File: src/rtl/mpt_pkg.sv
package mpt_pkg;

  localparam int WORD_W  = 32;
  localparam int PAT_LEN = 64;

  typedef logic [WORD_W-1:0] word_t;

  typedef enum logic [2:0] {
    ST_IDLE     = 3'd0,
    ST_WR_ISSUE = 3'd1,
    ST_WR_WAIT  = 3'd2,
    ST_RD_ISSUE = 3'd3,
    ST_RD_WAIT  = 3'd4
  } mpt_state_e;

  // Group base word selected by index bits [5:4]
  function automatic word_t group_word(input logic [1:0] grp);
    case (grp)
      2'd0:    return 32'h0000_0000;
      2'd1:    return 32'hAAAA_AAAA;
      2'd2:    return 32'hA5A5_A5A5;
      default: return 32'hAA55_AA55;
    endcase
  endfunction

  // Pairs are numbered by bits [3:1]; pairs 1,3,4,6 are inverted
  function automatic word_t pattern_word(input logic [5:0] idx);
    logic inv;
    inv = idx[1] ^ idx[3];
    return group_word(idx[5:4]) ^ {WORD_W{inv}};
  endfunction

endpackage

File: src/rtl/mpt_ctrl.sv
module mpt_ctrl
  import mpt_pkg::*;
#(
  parameter int ADDR_W    = 16,
  parameter int NUM_WORDS = 64,
  parameter int IDX_W     = 6
) (
  input  logic              clk,
  input  logic              rst,
  input  logic              start,
  input  logic [ADDR_W-1:0] base_addr,
  input  logic [IDX_W-1:0]  word_idx,
  input  logic              word_last,
  input  logic              rep_last,
  input  word_t             pat,
  output logic              word_clr,
  output logic              word_inc,
  output logic              rep_clr,
  output logic              rep_inc,
  output logic              done,
  output logic              pass,
  output logic [ADDR_W-1:0] mem_addr,
  output word_t             mem_wdata,
  output logic              mem_we,
  output logic              mem_re,
  input  word_t             mem_rdata,
  input  logic              mem_ack
);

  mpt_state_e        state;
  logic [ADDR_W-1:0] base_q;
  logic              accept;
  logic              wr_ack;
  logic              rd_ack;
  logic              rd_ok;

  assign accept = (state == ST_IDLE) && start;
  assign wr_ack = (state == ST_WR_WAIT) && mem_ack;
  assign rd_ack = (state == ST_RD_WAIT) && mem_ack;
  assign rd_ok  = rd_ack && (mem_rdata == pat);

  assign word_clr = accept;
  assign rep_clr  = accept;
  assign rep_inc  = rd_ok;
  assign word_inc = wr_ack || (rd_ok && rep_last);

  always_ff @(posedge clk) begin
    if (rst) begin
      state     <= ST_IDLE;
      base_q    <= '0;
      done      <= 1'b0;
      pass      <= 1'b0;
      mem_addr  <= '0;
      mem_wdata <= '0;
      mem_we    <= 1'b0;
      mem_re    <= 1'b0;
    end else begin
      done <= 1'b0;
      case (state)
        ST_IDLE: begin
          if (start) begin
            base_q <= base_addr;
            pass   <= 1'b0;
            state  <= ST_WR_ISSUE;
          end
        end
        ST_WR_ISSUE: begin
          mem_we    <= 1'b1;
          mem_addr  <= base_q + ADDR_W'(word_idx);
          mem_wdata <= pat;
          state     <= ST_WR_WAIT;
        end
        ST_WR_WAIT: begin
          if (mem_ack) begin
            mem_we <= 1'b0;
            state  <= word_last ? ST_RD_ISSUE : ST_WR_ISSUE;
          end
        end
        ST_RD_ISSUE: begin
          mem_re   <= 1'b1;
          mem_addr <= base_q + ADDR_W'(word_idx);
          state    <= ST_RD_WAIT;
        end
        ST_RD_WAIT: begin
          if (mem_ack) begin
            mem_re <= 1'b0;
            if (mem_rdata != pat) begin
              done  <= 1'b1;
              pass  <= 1'b0;
              state <= ST_IDLE;
            end else if (word_last && rep_last) begin
              done  <= 1'b1;
              pass  <= 1'b1;
              state <= ST_IDLE;
            end else begin
              state <= ST_RD_ISSUE;
            end
          end
        end
        default: state <= ST_IDLE;
      endcase
    end
  end

  // Assertion support: write acknowledges seen in the current run
  localparam int ACNT_W = $clog2(NUM_WORDS + 1);
  logic [ACNT_W-1:0] wr_acks;

  always_ff @(posedge clk) begin
    if (rst || accept) begin
      wr_acks <= '0;
    end else if (mem_we && mem_ack) begin
      wr_acks <= wr_acks + ACNT_W'(1);
    end
  end


  reset_quiet_chk: assert property (@(posedge clk)
    $past(rst) |-> !done && !pass && !mem_we && !mem_re);


  reads_after_writes_chk: assert property (@(posedge clk) disable iff (rst)
    mem_re |-> (wr_acks == ACNT_W'(NUM_WORDS)));


  single_req_chk: assert property (@(posedge clk) disable iff (rst)
    $onehot0({mem_we, mem_re}));


  req_hold_chk: assert property (@(posedge clk) disable iff (rst)
    (mem_we || mem_re) && !mem_ack |=>
      $stable(mem_we) && $stable(mem_re) && $stable(mem_addr) && $stable(mem_wdata));


  req_gap_chk: assert property (@(posedge clk) disable iff (rst)
    (mem_we || mem_re) && mem_ack |=> !mem_we && !mem_re);


  done_after_read_chk: assert property (@(posedge clk) disable iff (rst)
    done |-> $past(mem_re && mem_ack));


  done_pulse_chk: assert property (@(posedge clk) disable iff (rst)
    done |=> !done);


  pass_hold_chk: assert property (@(posedge clk) disable iff (rst)
    (pass != $past(pass)) |-> (done || $past(start)));


  busy_base_chk: assert property (@(posedge clk) disable iff (rst)
    (state != ST_IDLE) |=> $stable(base_q));

endmodule

File: config.mk
export PLATFORM = sky130hd
export DESIGN_NAME = mpt_ctrl
export DESIGN_NICKNAME = d
export VERILOG_FILES = /design/src/rtl/mpt_pkg.sv /design/src/rtl/mpt_ctrl.sv
export SDC_FILE = /design/constraint.sdc
export NUM_CORES = 1
export LEC_CHECK = 0
export ABC_AREA = 1
export BUFFER_PORTS_ARGS = -buffer_cell sky130_fd_sc_hd__buf_2
export CORE_MARGIN = 8
export CORE_UTILIZATION = 45
export CTS_BUF_LIST = sky130_fd_sc_hd__clkbuf_8
export DETAILED_ROUTE_END_ITERATION = 8
export PLACE_DENSITY = 0.77
export SYNTH_ARGS = -nofsm -noshare
export SYNTH_HDL_FRONTEND = slang
export SYNTH_SLANG_ARGS = --single-unit
File: constraint.sdc
create_clock -name clk -period 1.8 [get_ports clk]
set_input_delay 0.36 -clock clk [delete_from_list [all_inputs] [get_ports clk]]
set_output_delay 0.36 -clock clk [all_outputs]
set_load 0.02 [all_outputs]
==> impl_metrics.ini, run 1 <==
[timing]
finalSetupViolCount = 3
fin_crit_sh_pct = 104.2
setup_ws_ns = -0.07482
fin_crit_ns = 1.875
rsz0062_at_grt = yes
tightest_slew_ns = 0.3292
finClkSkew_ns = 0.01015
hold_viol_final = 0
slew_headroom_pct = 78.03
tns_ns = -0.1583
maxSlewViolCount = 0
max_freq_mhz = 533.4

[synth]
syn_area_mm2 = 0.003661
synth-compound-area-share_pct = 17.81
ys.flop_type = dfxtp_1
synth.avg_cell_area_um2 = 6.445
synth_top_cell_area_share_pct = 38.82
yosys_register_bits = 71
synth_area_leaders = dfxtp_1 (39%), nand2_1 (14%), inv_1 (12%), a21oi_1 (8.6%), o21ai_0 (7.1%)
yosys.area_share.adder_pct = 2.597
synth-xor-area-share_pct = 3.828
synth-simple-area-share_pct = 22.73
synth_edf_count = 0
synth_seq_area_share_pct = 38.82
synth.distinct_cells = 23
syn-num-nets = 667
synth_top_family_by_area = simple AND/OR/NAND/NOR gates
synth_mux_area_share_pct = 0
synth_top_cell_by_area = dfxtp_1
synth_warnings = 0
synthCells = 568
synth-async-reset-ratio_pct = 0

[outcome]
violations = setup timing
outcome = finished, violations left

[setup_path]
critPathArrivalTime_ns = 1.51
worstPathBufferInverterCount = 2
critPathTopFamily = simple AND/OR/NAND/NOR gates
slowest_stage = nor2_4
cpMostUsedCell = nand2_1
startpoint_type = primary input
reg2reg_from = base_q[0]$_SDFFE_PP0P_
startpoint = pat[22]
path_cells = buf_2 -> xnor2_2 -> nand2_1 -> nor2_4 -> nand2_2 -> nor2_4 -> nand2_2 -> nor3_4 -> nand2_1 -> nand2_1 -> buf_6
max_stage_delay_ns = 0.15
cp_max_fo = 2
cp_data_required_time_ns = 1.44
path_class = in2out
setup.worst_path.end_class = output pin

[drt]
routedWlPerCell_um = 13.29
drtIter0Drc = 186
vias_per_cell = 4.785
num_vias = 4034
wirelength_um = 11200
first_pass_iters = 4
ant_nets = 0
drc = 0

[cells_and_area]
drive_above_1_share_pct = 30.08
diodes = 0
fin_area_mm2 = 0.005167
area_delta_synth_final_pct = 41.15
nets = 832
n_fill_cell = 698
layout.cells.non_filler = 843

[pwr]
leakage_uw = 0.002724
ir_drop_mv = 0.5459
pwr-share-clk_pct = 34.6
p_sw_share_pct = 31.79
p_seq_share_pct = 37.7
p_switching_uw = 1620
powerDensity_mw_per_mm2 = 986.0
p_comb_share_pct = 27.8
p_int_uw = 3475

[global_route]
grt_pass1_vias = 3989
grt_pass1_wl_um = 18070
grt_usage_pct = 19.29
grt_max_degree = 67
grt-ovfl-total = 0
antenna_found_initial = 1

[placement]
dp_hpwl_um = 8396
numPortBuffers = 147
place.gp.congestion = 0.8615
dpl_cell_area_mm2 = 0.004667
placed_cells = 824
dp_slack_ns = -0.2624

[min_path]
min_path_type = in2reg
hold_start = base_addr[0]

[die]
coreArea_mm2 = 0.008051
fp.dieW_um = 106.2
initial_core_util_pct = 45.47
dieArea_mm2 = 0.01128
die_h_um = 106.2
fp-row-count = 33
num_io_pins = 148

[clocking]
clockBufferDepth = 2
cts_root_buffer = clkbuf_8
clk_pin_slew_ns = 0.08
cts_tree = yes
cts_made_buffers = 9
clk_latency_ns = 0.34
cts_sinks = 71
cts_htree_levels = 3
holdBufCountCts = 0

[flow_run]
drv_cap = 0
[final cells by class]
cell class,instances,area [µm²],share of cell area (%)
multi-input cells,360,1879,36.37
flip-flops and latches,71,1423,27.53
repair buffers,173,1012,19.59
inverters,118,442.9,8.571
clock buffers,11,151.4,2.930
well taps,105,131.4,2.542
clock inverters,5,127.6,2.470
[kinds of logic (layout without fill, tap and decap cells)]
| kind of cell | after synthesis | in the layout |
|---|---|---|
| flip-flops | 71 | 71 |
| XOR/XNOR | 16 | 16 |
| adder cells (fa/ha/maj) | 7 | 7 |
| buffers and inverters | 137 | 307 |
| AND/OR/NAND/NOR | 210 | 210 |
| AO/OA/AOI/OAI | 127 | 127 |
[registers in the layout (all words and copies together), names as in the netlist]
register,flops
base_q,16
pass,1
mem_addr,16
mem_we,1
mem_wdata,32
mem_re,1
done,1
state,3
[per-stage QoR]
stage	hold WS, ns	total power [µW]	util, %
final	0.2555	5095	64.18
after global routing	0.2630	5375	64.18
after CTS	0.2465	5085	62.56
after detailed placement	0.4317	3306	57.96
after global placement	0.4272	3265	57.96
after floorplan	0.4491	2767	-
[cells in the final DEF (no fill, tap or decap), types with 2 or more instances in the layout]
cell type  instances
a31oi_1            3
nand2_1          134
dfxtp_1           70
nor2_4             2
nand2_2            7
xnor2_2            4
nand4_1            7
clkbuf_8          11
buf_2            138
ha_4               4
nand3_1            7
buf_4             24
inv_2              2
xnor2_1            6
nor2_1            39
o21ai_1            7
inv_1            115
nor2_2             3
ha_1               2
buf_6              9
nand3_2            3
a21oi_1           62
buf_12             2
bufinv_16          4
xor2_1             6
nor3_1             5
o21ai_0           51
[worst reg2reg max path: cells and delay by family, from the launching register on]
| kind | cells | cell delay, ns |
|---|---|---|
| flip-flops | 1 | 0.36 |
| adder cells (fa/ha/maj) | 2 | 0.47 |
| XOR/XNOR | 1 | 0.16 |
| AO/OA/AOI/OAI | 2 | 0.29 |
| AND/OR/NAND/NOR | 5 | 0.37 |
| buffers and inverters | 2 | 0.08 |
[final timing paths]
check                                                  to  slack (ns)  depth (start not counted)
worst max-delay path                             word_inc       -0.07                         11
worst min-delay path               base_q[0]$_SDFFE_PP0P_        0.26                          3
worst max register to register  mem_addr[10]$_SDFFE_PP0P_       -0.03                         12
worst min register to register  mem_wdata[3]$_SDFFE_PP0P_        0.44                          2
[power by group through the flow]
stage / Combinational (µW) / Clock, µW / Sequential (µW)
finish: 1410 / 1760 / 1920
global route: 1580 / 1850 / 1940
CTS: 1380 / 1790 / 1910
detailed placement: 1360 / 0 / 1950
global placement: 1330 / 0 / 1930
floorplan: 616 / 0 / 2150
[cell usage after synthesis, types with 7 or more instances]
cell	n
nand2_1	140
inv_1	117
dfxtp_1	71
a21oi_1	63
o21ai_0	52
nor2_1	44
clkbuf_1	16
nand3_1	10
xnor2_1	10
nand4_1	7
nor3_1	7
[per-layer routing]
metal,part of all wire [%],vias to the layer above,track usage (%),wire (µm)
li1,-,2086,-,-
met1,39,1793,21.68,4418
met2,50,138,33.78,5655
met3,8.7,15,5.505,978
met4,1.3,2,7.337,143
met5,0.071,-,0,8
[repair_timing]
item | CTS | global route
buffers inserted | 2 | 1
setup endpoints to repair | 6 | 13
hold endpoints to repair | 0 | 0
pin swaps | 5 | 7
gates resized for setup | 21 | 24
(Power assumes the default switching activity.)
==> run 2, diff against run 1 <==
--- a/config.mk
+++ b/config.mk
@@ -12,6 +12,7 @@
 export CTS_BUF_LIST = sky130_fd_sc_hd__clkbuf_8
 export DETAILED_ROUTE_END_ITERATION = 8
 export PLACE_DENSITY = 0.77
+export SKIP_LAST_GASP = 1
 export SYNTH_ARGS = -nofsm -noshare
 export SYNTH_HDL_FRONTEND = slang
 export SYNTH_SLANG_ARGS = --single-unit
==> run 2 against run 1 <==
  * The run still ends with setup timing left
  * First-iteration DRC count shrank 4.3%
  * Non-clock buffer count is the same
  * Total power is essentially flat
  * Via count grew 0.47%
  * Maximum frequency is essentially flat
  * Cell area is the same
  * Sequential power is essentially flat
  * Global-route usage is the same
  * Count of clock-buffer cells in the layout is the same
  * Cell count is the same
  * Die area is the same
  * Routed wire length is essentially flat
  * Largest cell class unchanged
==> impl_metrics.ini, run 2 (synthesis gave the netlist of run 1 again) <==
[drt]
num_vias = 4053
first_pass_iters = 4
vias_per_cell = 4.808
routedWlPerCell_um = 13.30
wirelength_um = 11210
ant_nets = 0
drtIter0Drc = 178
drc = 0

[setup_path]
setup.worst_path.end_class = output pin
slowest_stage = nor2_4
path_cells = buf_2 -> xnor2_2 -> nand2_1 -> nor2_4 -> nand2_2 -> nor2_4 -> nand2_2 -> nor3_4 -> nand2_1 -> nand2_1 -> buf_6
startpoint_type = primary input
startpoint = pat[22]
reg2reg_from = base_q[0]$_SDFFE_PP0P_
max_stage_delay_ns = 0.15
cp_max_fo = 2
cpMostUsedCell = nand2_1
critPathArrivalTime_ns = 1.52
cp_data_required_time_ns = 1.44
path_class = in2out
reg2regPathDepth = 12
r2r-end = mem_addr[10]$_SDFFE_PP0P_
r2r_slack_ns = -0.04

[cells_and_area]
final_common_cell = buf_2
top_regs = mem_wdata: 32 flops, base_q: 16 flops, mem_addr: 16 flops
regMostFlops = mem_wdata
area_delta_synth_final_pct = 41.15
largest_reg_flops = 32
layout_common_cells = buf_2 (138), nand2_1 (134), inv_1 (115)
drive_above_1_share_pct = 30.08
diodes = 0
nets = 832
fin_area_mm2 = 0.005167

[placement]
numPortBuffers = 147
place.gp.congestion = 0.8615
dp_hpwl_um = 8396
dpl_cell_area_mm2 = 0.004667

[min_path]
hold_path_depth = 3
hold_start = base_addr[0]
holdPathEnd = base_q[0]$_SDFFE_PP0P_
min_path_type = in2reg

[global_route]
grt_pass1_wl_um = 18070
grt_max_degree = 67
grt-ovfl-total = 0
grt_pass1_vias = 3989
grt_usage_pct = 19.29
antenna_found_initial = 1

[die]
fp.dieW_um = 106.2
dieArea_mm2 = 0.01128
num_io_pins = 148
die_h_um = 106.2
fp-row-count = 33
initial_core_util_pct = 45.47
coreArea_mm2 = 0.008051

[timing]
max_freq_mhz = 533.2
setup_ws_ns = -0.07534
hold_ws_ns = 0.2555
fin_crit_ns = 1.875
maxSlewViolCount = 0
finalSetupViolCount = 4
fin_crit_sh_pct = 104.2
slew_headroom_pct = 78.03
finClkSkew_ns = 0.01025
hold_viol_final = 0
tightest_slew_ns = 0.3292
rsz0062_at_grt = yes

[clocking]
cts_root_buffer = clkbuf_8
cts_tree = yes
clk_latency_ns = 0.34
cts_made_buffers = 9
clockBufferDepth = 2
cts_htree_levels = 3
clk_pin_slew_ns = 0.08
cts_sinks = 71

[pwr]
ir_drop_mv = 0.5458
total_power_uw = 5095
leakage_uw = 0.002724
powerDensity_mw_per_mm2 = 986.0

[flow_run]
drv_cap = 0

[outcome]
violations = setup timing
outcome = finished, violations left
run 2: cell counts in the layout (fill, tap and decap cells not counted):
No cell type changed its count.
run 2: critical path, delay by kind of cell:
| family | cells | cell delay [ns] |
|---|---|---|
| AND/OR/NAND/NOR | 8 | 0.80 |
| buffers and inverters | 2 | 0.24 |
| XOR/XNOR | 1 | 0.12 |
run 2: where the power goes:
part / switching [µW] / internal, µW / total [µW] / leakage [µW]
logic: 870 / 545 / 1420 / 0.00200
clock network: 623 / 1140 / 1760 / 0.000136
registers: 127 / 1790 / 1920 / 0.000585
run 2: repair_timing:
item	4_1_cts	5_1_grt
pin swaps	5	8
gates cloned	0	0
hold buffers	0	0
setup buffers	2	1
endpoints found under the setup margin	6	13
resized for setup	20	25
run 2: cell type report:
class / count / area (µm²)
Timing Repair Buffer: 173 / 1012
Clock inverter: 5 / 127.6
Fill cell: 698 / 2884
Inverter: 118 / 442.9
Clock buffer: 11 / 151.4
Sequential cell: 71 / 1423
Tap cell: 105 / 131.4
Multi-Input combinational cell: 360 / 1879
run 2: layer usage:
metal / vias to the layer above / GRT usage (%) / routed length, µm
li1: 2087 / - / -
met1: 1800 / 21.68 / 4394
met2: 149 / 33.78 / 5658
met3: 15 / 5.505 / 1009
met4: 2 / 7.337 / 143
met5: - / 0 / 8
run 2: how the worst max path moves through the flow:
stage	to	slack, ns	depth (start not counted)
after detailed placement	word_inc	-0.26	14
after floorplan	word_inc	0.008	9
final	word_inc	-0.08	11
after global placement	word_inc	-0.24	14
after global routing	word_inc	-0.21	14
after CTS	word_inc	-0.09	14
run 2: per-stage QoR:
step | util, % | cells | setup TNS [ns] | worst slack (ns)
3_5_place_dp | 57.96 | 824 | -0.9959 | -0.2624
5_1_grt | 64.18 | 843 | -0.7478 | -0.2107
4_1_cts | 62.56 | 842 | -0.2098 | -0.09446
2_1_floorplan | - | 568 | 0 | 0.008361
6_report | 64.18 | 843 | -0.1700 | -0.07534
3_3_place_gp | 57.96 | 824 | -0.7201 | -0.2369
